**src/rtl/sfi_pkg.sv**
```systemverilog
package sfi_pkg;

    // Frame length classes decided at frame close
    typedef enum logic [1:0] {
        FR_SHORT = 2'd0,
        FR_EXACT = 2'd1,
        FR_LONG  = 2'd2
    } frame_kind_e;

    parameter int unsigned SFI_WORD_W = 22;

endpackage

```
**src/rtl/sfi_sync.sv**
```systemverilog
module sfi_sync #(
    parameter int unsigned WIDTH  = 3,
    parameter int unsigned STAGES = 2,
    parameter logic [WIDTH-1:0] RST_VAL = '0
) (
    input  logic             clk,
    input  logic             rst_n,
    input  logic [WIDTH-1:0] async_i,
    output logic [WIDTH-1:0] sync_o
);

    logic [STAGES-1:0][WIDTH-1:0] chain_d, chain_q;

    always_comb begin
        chain_d[0] = async_i;
        for (int s = 1; s < STAGES; s++) begin
            chain_d[s] = chain_q[s-1];
        end
    end

    // one flop row per stage
    for (genvar g = 0; g < STAGES; g++) begin : g_stage
        always_ff @(posedge clk or negedge rst_n) begin
            if (!rst_n) chain_q[g] <= RST_VAL;
            else        chain_q[g] <= chain_d[g];
        end
    end

    assign sync_o = chain_q[STAGES-1];

endmodule

```
**src/rtl/sfi_shift.sv**
```systemverilog
module sfi_shift #(
    parameter int unsigned WORD_W = 22,
    parameter int unsigned CNT_W  = 5
) (
    input  logic              clk,
    input  logic              rst_n,
    input  logic              start,
    input  logic              active,
    input  logic              cap,
    input  logic              launch,
    input  logic              sdi,
    input  logic [WORD_W-1:0] load_word,
    output logic              sdo_bit,
    output logic [WORD_W-1:0] idr_next,
    output logic [CNT_W-1:0]  cnt_next,
    output logic [CNT_W-1:0]  cnt_q_o
);

    localparam logic [CNT_W-1:0] CNT_MAX = {CNT_W{1'b1}};

    typedef struct packed {
        logic [WORD_W-1:0] odr;
        logic [WORD_W-1:0] idr;
        logic [CNT_W-1:0]  cnt;
    } shift_t;

    shift_t st_d, st_q;

    always_comb begin
        st_d = st_q;
        if (start) begin
            st_d.odr = load_word;
            st_d.idr = '0;
            st_d.cnt = '0;
        end else if (active) begin
            if (cap) begin
                st_d.idr = {st_q.idr[WORD_W-2:0], sdi};
                if (st_q.cnt != CNT_MAX) st_d.cnt = st_q.cnt + CNT_W'(1);
            end
            if (launch) begin
                st_d.odr = {st_q.odr[WORD_W-2:0], 1'b0};
            end
        end
    end

    always_ff @(posedge clk or negedge rst_n) begin
        if (!rst_n) st_q <= '0;
        else        st_q <= st_d;
    end

    assign sdo_bit  = st_q.odr[WORD_W-1];
    assign idr_next = st_d.idr;
    assign cnt_next = st_d.cnt;
    assign cnt_q_o  = st_q.cnt;

endmodule

```
**src/rtl/sfi_frame_ctl.sv**
```systemverilog
module sfi_frame_ctl
    import sfi_pkg::*;
#(
    parameter int unsigned WORD_W    = 22,
    parameter int unsigned CNT_W     = 5,
    parameter int unsigned READY_DLY = 16
) (
    input  logic              clk,
    input  logic              rst_n,
    input  logic              cs_fall,
    input  logic              cs_rise,
    input  logic [CNT_W-1:0]  cnt_next,
    input  logic [WORD_W-1:0] idr_next,
    output logic              active,
    output logic              cmd_valid,
    output logic [WORD_W-1:0] cmd_word,
    output logic              rdy
);

    localparam int unsigned       TMR_W    = (READY_DLY < 2) ? 1 : $clog2(READY_DLY + 1);
    localparam logic [CNT_W-1:0]  WORD_CNT = CNT_W'(WORD_W);
    localparam logic [TMR_W-1:0]  TMR_LOAD = TMR_W'(READY_DLY);

    typedef struct packed {
        logic              active;
        logic              vld;
        logic [WORD_W-1:0] word;
        logic              rdy;
        logic [TMR_W-1:0]  tmr;
    } ctl_t;

    ctl_t        st_d, st_q;
    frame_kind_e kind;

    always_comb begin
        if (cnt_next < WORD_CNT)       kind = FR_SHORT;
        else if (cnt_next == WORD_CNT) kind = FR_EXACT;
        else                           kind = FR_LONG;
    end

    always_comb begin
        st_d     = st_q;
        st_d.vld = 1'b0;
        if (cs_fall) begin
            st_d.active = 1'b1;
            st_d.rdy    = 1'b0;
            st_d.tmr    = '0;
        end else if (cs_rise && st_q.active) begin
            st_d.active = 1'b0;
            if (kind != FR_SHORT) begin
                st_d.vld  = 1'b1;
                st_d.word = idr_next;
            end
            st_d.tmr = TMR_LOAD;
            if (READY_DLY == 0) st_d.rdy = 1'b1;
        end else if (!st_q.active && !st_q.rdy) begin
            if (st_q.tmr <= TMR_W'(1)) begin
                st_d.rdy = 1'b1;
                st_d.tmr = '0;
            end else begin
                st_d.tmr = st_q.tmr - TMR_W'(1);
            end
        end
    end

    always_ff @(posedge clk or negedge rst_n) begin
        if (!rst_n) begin
            st_q     <= '0;
            st_q.rdy <= 1'b1;
        end else begin
            st_q <= st_d;
        end
    end

    assign active    = st_q.active;
    assign cmd_valid = st_q.vld;
    assign cmd_word  = st_q.word;
    assign rdy       = st_q.rdy;

endmodule

```
**src/rtl/sfi_cmd_frame.sv**
```systemverilog
module sfi_cmd_frame #(
    parameter int unsigned WORD_W      = sfi_pkg::SFI_WORD_W,
    parameter int unsigned SYNC_STAGES = 2,
    parameter int unsigned READY_DLY   = 16
) (
    input  logic              clk,
    input  logic              rst_n,
    input  logic              cs_n,
    input  logic              sclk,
    input  logic              sdi,
    input  logic [WORD_W-1:0] out_word,
    output logic              sdo,
    output logic              sdo_oe,
    output logic              rdy,
    output logic              cmd_valid,
    output logic [WORD_W-1:0] cmd_word
);

    localparam int unsigned CNT_W = $clog2(WORD_W + 2);

    typedef struct packed {
        logic cs;
        logic sclk;
    } edge_t;

    logic [2:0]        pins_s;
    logic              cs_s, sclk_s, sdi_s;
    edge_t             prv_d, prv_q;
    logic              cs_fall, cs_rise, sclk_rise, sclk_fall;
    logic              frame_active;
    logic              sdo_bit;
    logic [WORD_W-1:0] idr_next;
    logic [CNT_W-1:0]  cnt_next;
    logic [CNT_W-1:0]  bit_cnt;

    sfi_sync #(
        .WIDTH   (3),
        .STAGES  (SYNC_STAGES),
        .RST_VAL (3'b100)
    ) u_sync (
        .clk     (clk),
        .rst_n   (rst_n),
        .async_i ({cs_n, sclk, sdi}),
        .sync_o  (pins_s)
    );

    assign cs_s   = pins_s[2];
    assign sclk_s = pins_s[1];
    assign sdi_s  = pins_s[0];

    always_comb begin
        prv_d.cs   = cs_s;
        prv_d.sclk = sclk_s;
    end

    always_ff @(posedge clk or negedge rst_n) begin
        if (!rst_n) begin
            prv_q.cs   <= 1'b1;
            prv_q.sclk <= 1'b0;
        end else begin
            prv_q <= prv_d;
        end
    end

    assign cs_fall   =  prv_q.cs   & ~cs_s;
    assign cs_rise   = ~prv_q.cs   &  cs_s;
    assign sclk_rise = ~prv_q.sclk &  sclk_s;
    assign sclk_fall =  prv_q.sclk & ~sclk_s;

    sfi_shift #(
        .WORD_W (WORD_W),
        .CNT_W  (CNT_W)
    ) u_shift (
        .clk       (clk),
        .rst_n     (rst_n),
        .start     (cs_fall),
        .active    (frame_active),
        .cap       (sclk_rise),
        .launch    (sclk_fall),
        .sdi       (sdi_s),
        .load_word (out_word),
        .sdo_bit   (sdo_bit),
        .idr_next  (idr_next),
        .cnt_next  (cnt_next),
        .cnt_q_o   (bit_cnt)
    );

    sfi_frame_ctl #(
        .WORD_W    (WORD_W),
        .CNT_W     (CNT_W),
        .READY_DLY (READY_DLY)
    ) u_ctl (
        .clk       (clk),
        .rst_n     (rst_n),
        .cs_fall   (cs_fall),
        .cs_rise   (cs_rise),
        .cnt_next  (cnt_next),
        .idr_next  (idr_next),
        .active    (frame_active),
        .cmd_valid (cmd_valid),
        .cmd_word  (cmd_word),
        .rdy       (rdy)
    );

    assign sdo_oe = frame_active;
    assign sdo    = frame_active & sdo_bit;

endmodule

```
**config.mk**
```make
export PLATFORM = sky130hd
export DESIGN_NAME = sfi_cmd_frame
export DESIGN_NICKNAME = d
export VERILOG_FILES = /design/src/rtl/sfi_pkg.sv /design/src/rtl/sfi_sync.sv /design/src/rtl/sfi_shift.sv /design/src/rtl/sfi_frame_ctl.sv /design/src/rtl/sfi_cmd_frame.sv
export SDC_FILE = /design/constraint.sdc
export NUM_CORES = 1
export LEC_CHECK = 0
export BUFFER_PORTS_ARGS = -buffer_cell sky130_fd_sc_hd__clkbuf_2
export CAP_MARGIN = 5
export CORE_ASPECT_RATIO = 1.4
export CORE_MARGIN = 5
export CORE_UTILIZATION = 55
export DETAILED_ROUTE_END_ITERATION = 10
export PLACE_DENSITY = 0.77
export SETUP_SLACK_MARGIN = 0.2
export SLEW_MARGIN = 20
export SYNTH_ARGS = -nofsm -noshare
export SYNTH_HDL_FRONTEND = slang
export SYNTH_SLANG_ARGS = --single-unit
```
**constraint.sdc**
```tcl
create_clock -name clk -period 5.8 [get_ports clk]
set_clock_uncertainty 0.05 [all_clocks]
set_input_delay 1.16 -clock clk [delete_from_list [all_inputs] [get_ports clk]]
set_output_delay 1.16 -clock clk [all_outputs]
set_load 0.05 [all_outputs]
```
# After elaboration in Yosys (flattened, before gate mapping)
# Index checks and enable logic that the tools add are counted.
[totals] ff_bits=87 in_bits=27 output_inout_bits=26
[classes] n_addsub=2 n_lt_le_gt_ge=2 n_eq_ne=3 muxes=17 n_bitwise=10 reduce_logical=14
[ops] operator="49-bit 2-to-1 mux" n=2
[ops] operator="23-bit 2-to-1 mux" n=2
[ops] operator="27-bit 2-to-1 mux" n=1
[ops] operator="24-bit 2-to-1 mux" n=1
[ops] operator="22-bit 2-to-1 mux" n=1
[ops] operator="5-bit 2-to-1 mux" n=3
[ops] operator="6-bit 2-to-1 mux" n=2
[ops] operator="2-bit nonzero test" n=6
[ops] operator="3-bit AND reduction" n=2
[ops] operator="5-bit by 1-bit adder with 5-bit output, second input constant" n=1
[ops] operator="1-bit AND" n=5
[ops] operator="5-bit equality test, second input constant" n=1
[ops] operator="5-bit by 1-bit less-or-equal comparator with 1-bit output, second input constant" n=1
[ops] operator="5-bit less-than comparator, second input constant" n=1
[ops] operator="5-bit inequality test, second input constant" n=1
[ops] operator="1-bit NOT" n=5
[ops] operator="5-bit by 1-bit subtractor with 5-bit output, second input constant" n=1
[ops] operator="2-bit 2-to-1 mux" n=2
[ops] operator="1-bit 2-to-1 mux" n=3
[ops] operator="3-bit nonzero test" n=1
[ops] operator="1-bit logical AND" n=2
[ops] operator="1-bit logical NOT" n=2
[ops] operator="2-bit inequality test, second input constant" n=1
[ops] operator="2-bit AND reduction" n=1

# Depth between registers and ports, before layout
# Gate-level depths: netlist of run 1.
[logic_depth] word_depth=12 depth_mapped=8 depth_no_buf=6

# Modules after synthesis
# From an unflattened synthesis of run 1, not the netlist that was laid out.
[hier_totals] hier_cells=372 hier_area_um2=4111.4
[by_module_without_submodules] mod="sfi_shift" n_inst=1 cells_per_inst=248 area_per_inst_um2=2441.1
[by_module_without_submodules] mod="sfi_frame_ctl" n_inst=1 cells_per_inst=111 area_per_inst_um2=1425.1
[by_module_without_submodules] mod="sfi_sync" n_inst=1 cells_per_inst=6 area_per_inst_um2=152.6
[by_module_without_submodules] mod="sfi_cmd_frame" n_inst=1 cells_per_inst=7 area_per_inst_um2=92.6

# Least setup slack after synthesis of run 1
# No wires, ideal clock.
[synth_path] path_kind="register to output" from="register u_ctl.st_q (netlist bit u_ctl.active)" to="output port sdo" arrival_time_ps=1575 required_time_ps=4590 path_slack_ps=3015 stages_incl_launch_ff=4 n_path_buf=2 path_cell_list="dfrtp_1 > buf_4 > clkbuf_1 > and2_1"
[synth_between] elab_chain_cells=1
[synth_rtl] item="start, declared" line="sfi_frame_ctl.sv:32" rtl="ctl_t st_d, st_q;"
[synth_rtl] item="start signal, assigned" line="sfi_frame_ctl.sv:71" rtl="st_q <= st_d;"
[synth_rtl] item="1-bit AND" line="sfi_cmd_frame.sv:106" rtl="assign sdo = frame_active & sdo_bit;"
[synth_rtl] item="end, declared" line="sfi_cmd_frame.sv:12" rtl="output logic sdo,"
# Every way passes these cells.

# Final worst setup path of run 1
[layout_path] from="register u_ctl.st_q (netlist bit u_ctl.active)" to="register u_ctl.st_q (netlist bit u_ctl.cmd_word[3])"
[layout_between] elab_chain_cells=7
[layout_rtl] item="branches (longest 7 deep; another with 5-bit less-than comparator)"
# Several ways; the timed one is not identified. The select of a mux whose other input is x is not followed.
# A chain may end at the register's enable or synchronous reset.

==> results of run 1 <==
## layer usage
layer,part of all wire (%),wire length [um],up-vias
met1,44,3100,1293
met4,1.8,127,0
met3,3.8,264,12
li1,-,-,1278
met2,50,3477,53
met5,0,0,-
## worst max-delay path by stage
stage	startpoint	to	slack [ns]	cells after the start
after floorplan	u_ctl.active$_DFFE_PN0P_	sdo	3.02	3
after global placement	u_ctl.active$_DFFE_PN0P_	u_ctl.cmd_word[5]$_DFFE_PN0P_	2.27	5
after detailed placement	u_ctl.active$_DFFE_PN0P_	u_ctl.cmd_word[3]$_DFFE_PN0P_	2.15	5
after CTS	u_ctl.active$_DFFE_PN0P_	u_ctl.cmd_word[3]$_DFFE_PN0P_	2.13	5
after global routing	u_ctl.active$_DFFE_PN0P_	u_ctl.cmd_word[5]$_DFFE_PN0P_	1.86	5
final	u_ctl.active$_DFFE_PN0P_	u_ctl.cmd_word[3]$_DFFE_PN0P_	2.17	5
## registers in the layout, summed over array words and instances (netlist names), 2 cells and up
name             cells
u_shift.st_q        43
u_sync.sync_o        3
u_shift.cnt_q_o      5
u_ctl.cmd_word      22
prv_q                2
u_ctl.st_q           5
u_sync.chain_d       3
## power by group
group          switching (mW)  internal (mW)
clock network           0.202          0.299
logic                   0.128         0.0837
registers              0.0530          0.668
## metrics by stage
step	total power [mW]	hold WS [ns]	instances	util, %	worst slack, ns
after detailed placement	0.9427	0.2924	474	58.06	2.149
after global routing	1.506	0.3229	490	61.56	1.859
after floorplan	0.8811	0.2812	370	-	3.015
after CTS	1.444	0.3117	490	61.51	2.135
final	1.433	0.3075	490	61.56	2.168
after global placement	0.9337	0.2849	474	58.06	2.268
## final cells by class
cell class              count  share of cell area (%)
flip-flops and latches     87                   51.10
clock buffers              13                   3.487
repair buffers             54                   6.592
multi-input cells         232                   33.40
well taps                  95                   2.783
clock inverters             3                   2.110
inverters                   6                  0.5274
## cells in the mapped netlist, drive strengths merged
library cell / number / area share, %
o21ai: 6 / 0.77
o311a: 1 / 0.26
buf: 28 / 5.4
and3: 1 / 0.16
o21a: 1 / 0.19
and3b: 1 / 0.23
a21oi: 28 / 3.6
nor3: 7 / 1.0
nand3b: 2 / 0.58
a31o: 1 / 0.23
a21o: 1 / 0.19
a2111oi: 1 / 0.71
mux2: 22 / 8.2
nand2: 71 / 6.9
dfstp: 4 / 2.7
nand3: 21 / 2.7
ha: 3 / 0.97
o31ai: 2 / 0.39
dfrtp: 83 / 53
xnor2: 1 / 0.23
clkbuf: 17 / 1.6
nor2: 28 / 2.7
and4: 1 / 0.23
a41oi: 1 / 0.23
or4: 2 / 0.39
a31oi: 21 / 3.4
o211ai: 1 / 0.55
inv: 6 / 0.58
xor2: 1 / 0.23
nor2b: 2 / 0.32
a211oi: 1 / 0.19
nand4: 1 / 0.16
and2: 2 / 0.32
nand2b: 1 / 0.16
## worst reg2reg max path, cell delays in order, from the launching register on
cell       delay, ns
dfrtp_1         0.93
nand3b_2        0.57
a211oi_1        0.64
a2111oi_4       0.10
o211ai_4        0.84
mux2_1          0.40
## cells by family (layout without fill, tap and decap cells)
family	count (synthesis)	count (layout)
DFF	87	87
and+or+nand+nor	140	140
adders and majority gates	3	3
xor gates and xnor gates	2	2
buffers and inverters	51	76
muxes	22	22
AOI/OAI and AO/OA	65	65
==> results.ini, run 1 <==
[critical_path]
reg2reg_slack_ns=2.17
reg2reg_depth=5
crit_path_cell_trace=nand3b_2 > a211oi_1 > a2111oi_4 > o211ai_4 > mux2_1
slowest_delay_ns=0.93
path_max_fanout=29
crit_type=register to register
reg2reg_to=u_ctl.cmd_word[3]$_DFFE_PN0P_
cp_top_family=compound AO/OA/AOI/OAI gates
cp.required_ns=5.99
arrival_ns=3.82
end_kind=register
r2r_start=u_ctl.active$_DFFE_PN0P_
path_buf_inv=0
cp_slowest_cell=dfrtp_1
start_kind=register

[clock_network]
clock_latency_ns=0.35
cts_buffers=9
clk_pin_slew_ns=0.08
cts_resized=0
hold_buffers=0
cts_root_buf=clkbuf_8
post_cts_buffers=0
clock_sinks=87
cts_tree=done
cts_buffer_depth=2
htree_levels=3

[layout]
multi_input_area_um2=1426
n_antenna_cell=0
design_area_um2=4270
fillCellCount=585
layout_common_cells=83 x dfrtp_1, 71 x nand2_1, 51 x clkbuf_2
drive_gt1_share_pct=25.32
area_growth_pct=9.955
mostFrequentLayoutCell=dfrtp_1
regArea_um2=2182
nets=420

[route]
drt-pass1-iter-count=5
ant_nets=0
vias=2636
wl_mm=6.969
drt_iter0_drc=141
wl_per_cell_um=14.22
drc=0
via_per_inst=5.380

[timing]
slew_headroom_pct=30.76
layout_min_cycle_time_ns=3.632
hold_viol=0
drv_slew=0
fmax_ghz=0.2754
tightest_slew_ns=1.034
finalCritPeriodShare_pct=62.61
setup_viol_count_final=0
finalSetupTns_ns=0
rsz0062_at_grt=false

[synthesis]
syn_area_per_cell_um2=10.50
synth.area.mux_share_pct=8.215
synth_top_family_by_area=simple AND/OR/NAND/NOR gates
synth_area_um2=3884
synthCells=370
synth_warnings=0
synth_cell_types=40
ys_seq_area_share_pct=56.19
yosys.area_share.adder_pct=0.9665
yosys.area_share.simple_pct=15.85
synth_seq_cells=87
synth_compound_area_share_pct=10.70
synth-xor-area-share_pct=0.4510
synth_fp_nets=400

[placement]
place_hpwl_mm=4.315
gp_routability_congestion=0.7816
post_dp_cell_area_um2=4028
port_buffers=52

[power]
power.density_nw_per_um2=335.5
ir_drop_uv=177.3
leakage_nw=2.057

[die]
die_x_um=81.02
rows=36
die_h_um=109.4
fp.coreArea_um2=6937
io_pins=53
start_util_pct=55.99
die_area_um2=8866

[run_status]
status=finished, final reports clean

[grt]
grt_max_degree=88
grt_pass1_wl_mm=11.85
antenna_found_initial=0
gr-total-overflow=0
grt_usage_pct=17.10
top_usage_layer=met2
use_met2_pct=26.85
use_met3_pct=2.623
grt_pass1_vias=2519
met1_usage_pct=23.64

[worst_hold_path]
worstHoldStart=u_sync.chain_d[3]$_DFF_PN0_
hold_end=u_sync.sync_o[0]$_DFF_PN0_
hp-class=register to register
hold_depth=0

[run]
cap_violations=0

Note: power is estimated with default switching activity, not from simulation.
==> run 2, diff against run 1 <==
==> constraint.sdc (replaced) <==
create_clock -name clk -period 3.7 [get_ports clk]
set_clock_uncertainty 0.05 [all_clocks]
set_input_delay 0.74 -clock clk [delete_from_list [all_inputs] [get_ports clk]]
set_output_delay 0.74 -clock clk [all_outputs]
set_load 0.05 [all_outputs]
==> run 2 against run 1 <==
Effect of this change:
- routed wire length rose by 1.8%
- largest power group unchanged
- worst hold slack barely moved
- clock-buffer cell count fell by 1
- total power rose by 60%
- die area did not move
- global-route usage rose by 0.68 points
- utilization rose by 0.79 points
- non-clock buffer count rose by 4
==> results.ini, run 2 (synthesis results as in run 1) <==
[timing]
finalCritPeriodShare_pct=74.20
rsz0062_at_grt=false
hold-worst-slack_ns=0.3072
hold_viol=0
finalSetupTns_ns=0
setup_viol_count_final=0
slew_headroom_pct=49.67
tightest_slew_ns=0.7549
layout_min_cycle_time_ns=2.746
drv_slew=0
fmax_ghz=0.3642

[layout]
mostFrequentLayoutCell=dfrtp_1
layout_common_cells=83 x dfrtp_1, 71 x nand2_1, 51 x clkbuf_2
postLayoutCoreUtil_pct=62.36
largest_reg_flops=43
regArea_um2=2182
top_register=u_shift.st_q
design_area_um2=4325
n_antenna_cell=0
drive_gt1_share_pct=26.82
multi_input_area_um2=1426
nets=424
fillCellCount=635
area_growth_pct=11.37

[critical_path]
crit_start=prv_q[0]$_DFF_PN0_
crit_path_cell_trace=nand3b_2 > a211oi_1 > a2111oi_4 > o211ai_4 > buf_4 > mux2_1
crit_type=register to register
path_max_fanout=26
slowest_delay_ns=0.61
cp_top_family=compound AO/OA/AOI/OAI gates
end_kind=register
cp.required_ns=3.89
path_buf_inv=1
r2r_start=prv_q[0]$_DFF_PN0_
start_kind=register
arrival_ns=2.93
cp_slowest_cell=a211oi_1

[placement]
port_buffers=52
place_hpwl_mm=4.657
post_dp_cell_area_um2=4058
gp_routability_congestion=0.7766

[power]
leakage_nw=2.091
p_clk_share_pct=36.2
sw_frac_of_total_pct=26.51
ir_drop_uv=324.2
internal_power_mw=1.687
seqPwrFrac_pct=48.9
power_frac_comb_pct=14.8
power.density_nw_per_um2=530.7
p_switching_mw=0.6085

[clock_network]
cts_tree=done
clk_pin_slew_ns=0.08
clock_sinks=87
cts_root_buf=clkbuf_8
htree_levels=3
cts_buffers=9
hold_buffers=0
post_cts_buffers=0
cts_resized=0
clock_latency_ns=0.36
cts_buffer_depth=2

[grt]
grt_pass1_vias=2614
gr-total-overflow=0
grt_pass1_wl_mm=12.18
antenna_found_initial=0
grt_max_degree=88
grt_usage_pct=17.78

[die]
rows=36
die_x_um=81.02
fp.coreArea_um2=6937
io_pins=53
die_h_um=109.4
die_area_um2=8866
start_util_pct=55.99

[route]
drc=0
drt_iter0_drc=125
ant_nets=0
drt-pass1-iter-count=4
wl_per_cell_um=14.36
wl_mm=7.093
via_per_inst=5.330
vias=2633

[worst_hold_path]
worstHoldStart=u_sync.chain_d[5]$_DFF_PN1_
hp-class=register to register

[run]
cap_violations=0

[run_status]
status=finished, final reports clean

[run 2: cell count changes in the layout (fill, tap and decap cells not counted)]
cell / delta
buf_4: +4
clkbuf_1: -3
clkbuf_8: +2
inv_6: +1
[run 2: area by class of cell]
cell class	instances	share of cell area, %
timing repair buffer	58	7.203
multi-input combinational	232	32.98
clock buffer	12	3.818
tap	95	2.748
clock inverter	4	2.285
sequential	87	50.45
inverter	6	0.5207
[run 2: through the flow]
stage / instances / setup slack (ns) / total power [mW]
2_1_floorplan: 370 / 1.287 / 1.381
3_3_place_gp: 478 / 1.044 / 1.468
3_5_place_dp: 478 / 0.9345 / 1.484
4_1_cts: 494 / 0.9113 / 2.315
5_1_grt: 494 / 0.7937 / 2.422
6_report: 494 / 0.9545 / 2.296
[run 2: routing by layer]
metal | GRT usage [%] | vias up | wire length [um]
li1 | - | 1280 | -
met1 | 22.55 | 1284 | 3109
met5 | 0 | - | 0
met4 | 8.092 | 0 | 138
met2 | 28.91 | 58 | 3576
met3 | 4.016 | 11 | 269
[run 2: final timing paths]
check	cells after the start	to	slack, ns
min	0	u_sync.sync_o[2]$_DFF_PN1_	0.31
min reg2reg	0	u_sync.sync_o[2]$_DFF_PN1_	0.31
max reg2reg	6	u_ctl.cmd_word[4]$_DFFE_PN0P_	0.95
max in group asynchronous	1	u_sync.chain_d[4]$_DFF_PN0_	2.71
min in group asynchronous	1	u_ctl.st_q[1]$_DFFE_PN0P_	0.36
max	6	u_ctl.cmd_word[4]$_DFFE_PN0P_	0.95
[run 2: worst reg2reg max path, cell delays in order, from the launching register on]
cell	delay, ns
dfrtp_1	0.40
nand3b_2	0.52
a211oi_1	0.62
a2111oi_4	0.10
o211ai_4	0.17
buf_4	0.39
mux2_1	0.39
[run 2: power groups by stage]
stage	clock, mW	sequential [mW]	combinational [mW]
3_5_place_dp	0	1.14	0.343
5_1_grt	0.891	1.14	0.392
2_1_floorplan	0	1.14	0.238
4_1_cts	0.848	1.12	0.345
6_report	0.832	1.12	0.340
3_3_place_gp	0	1.14	0.332
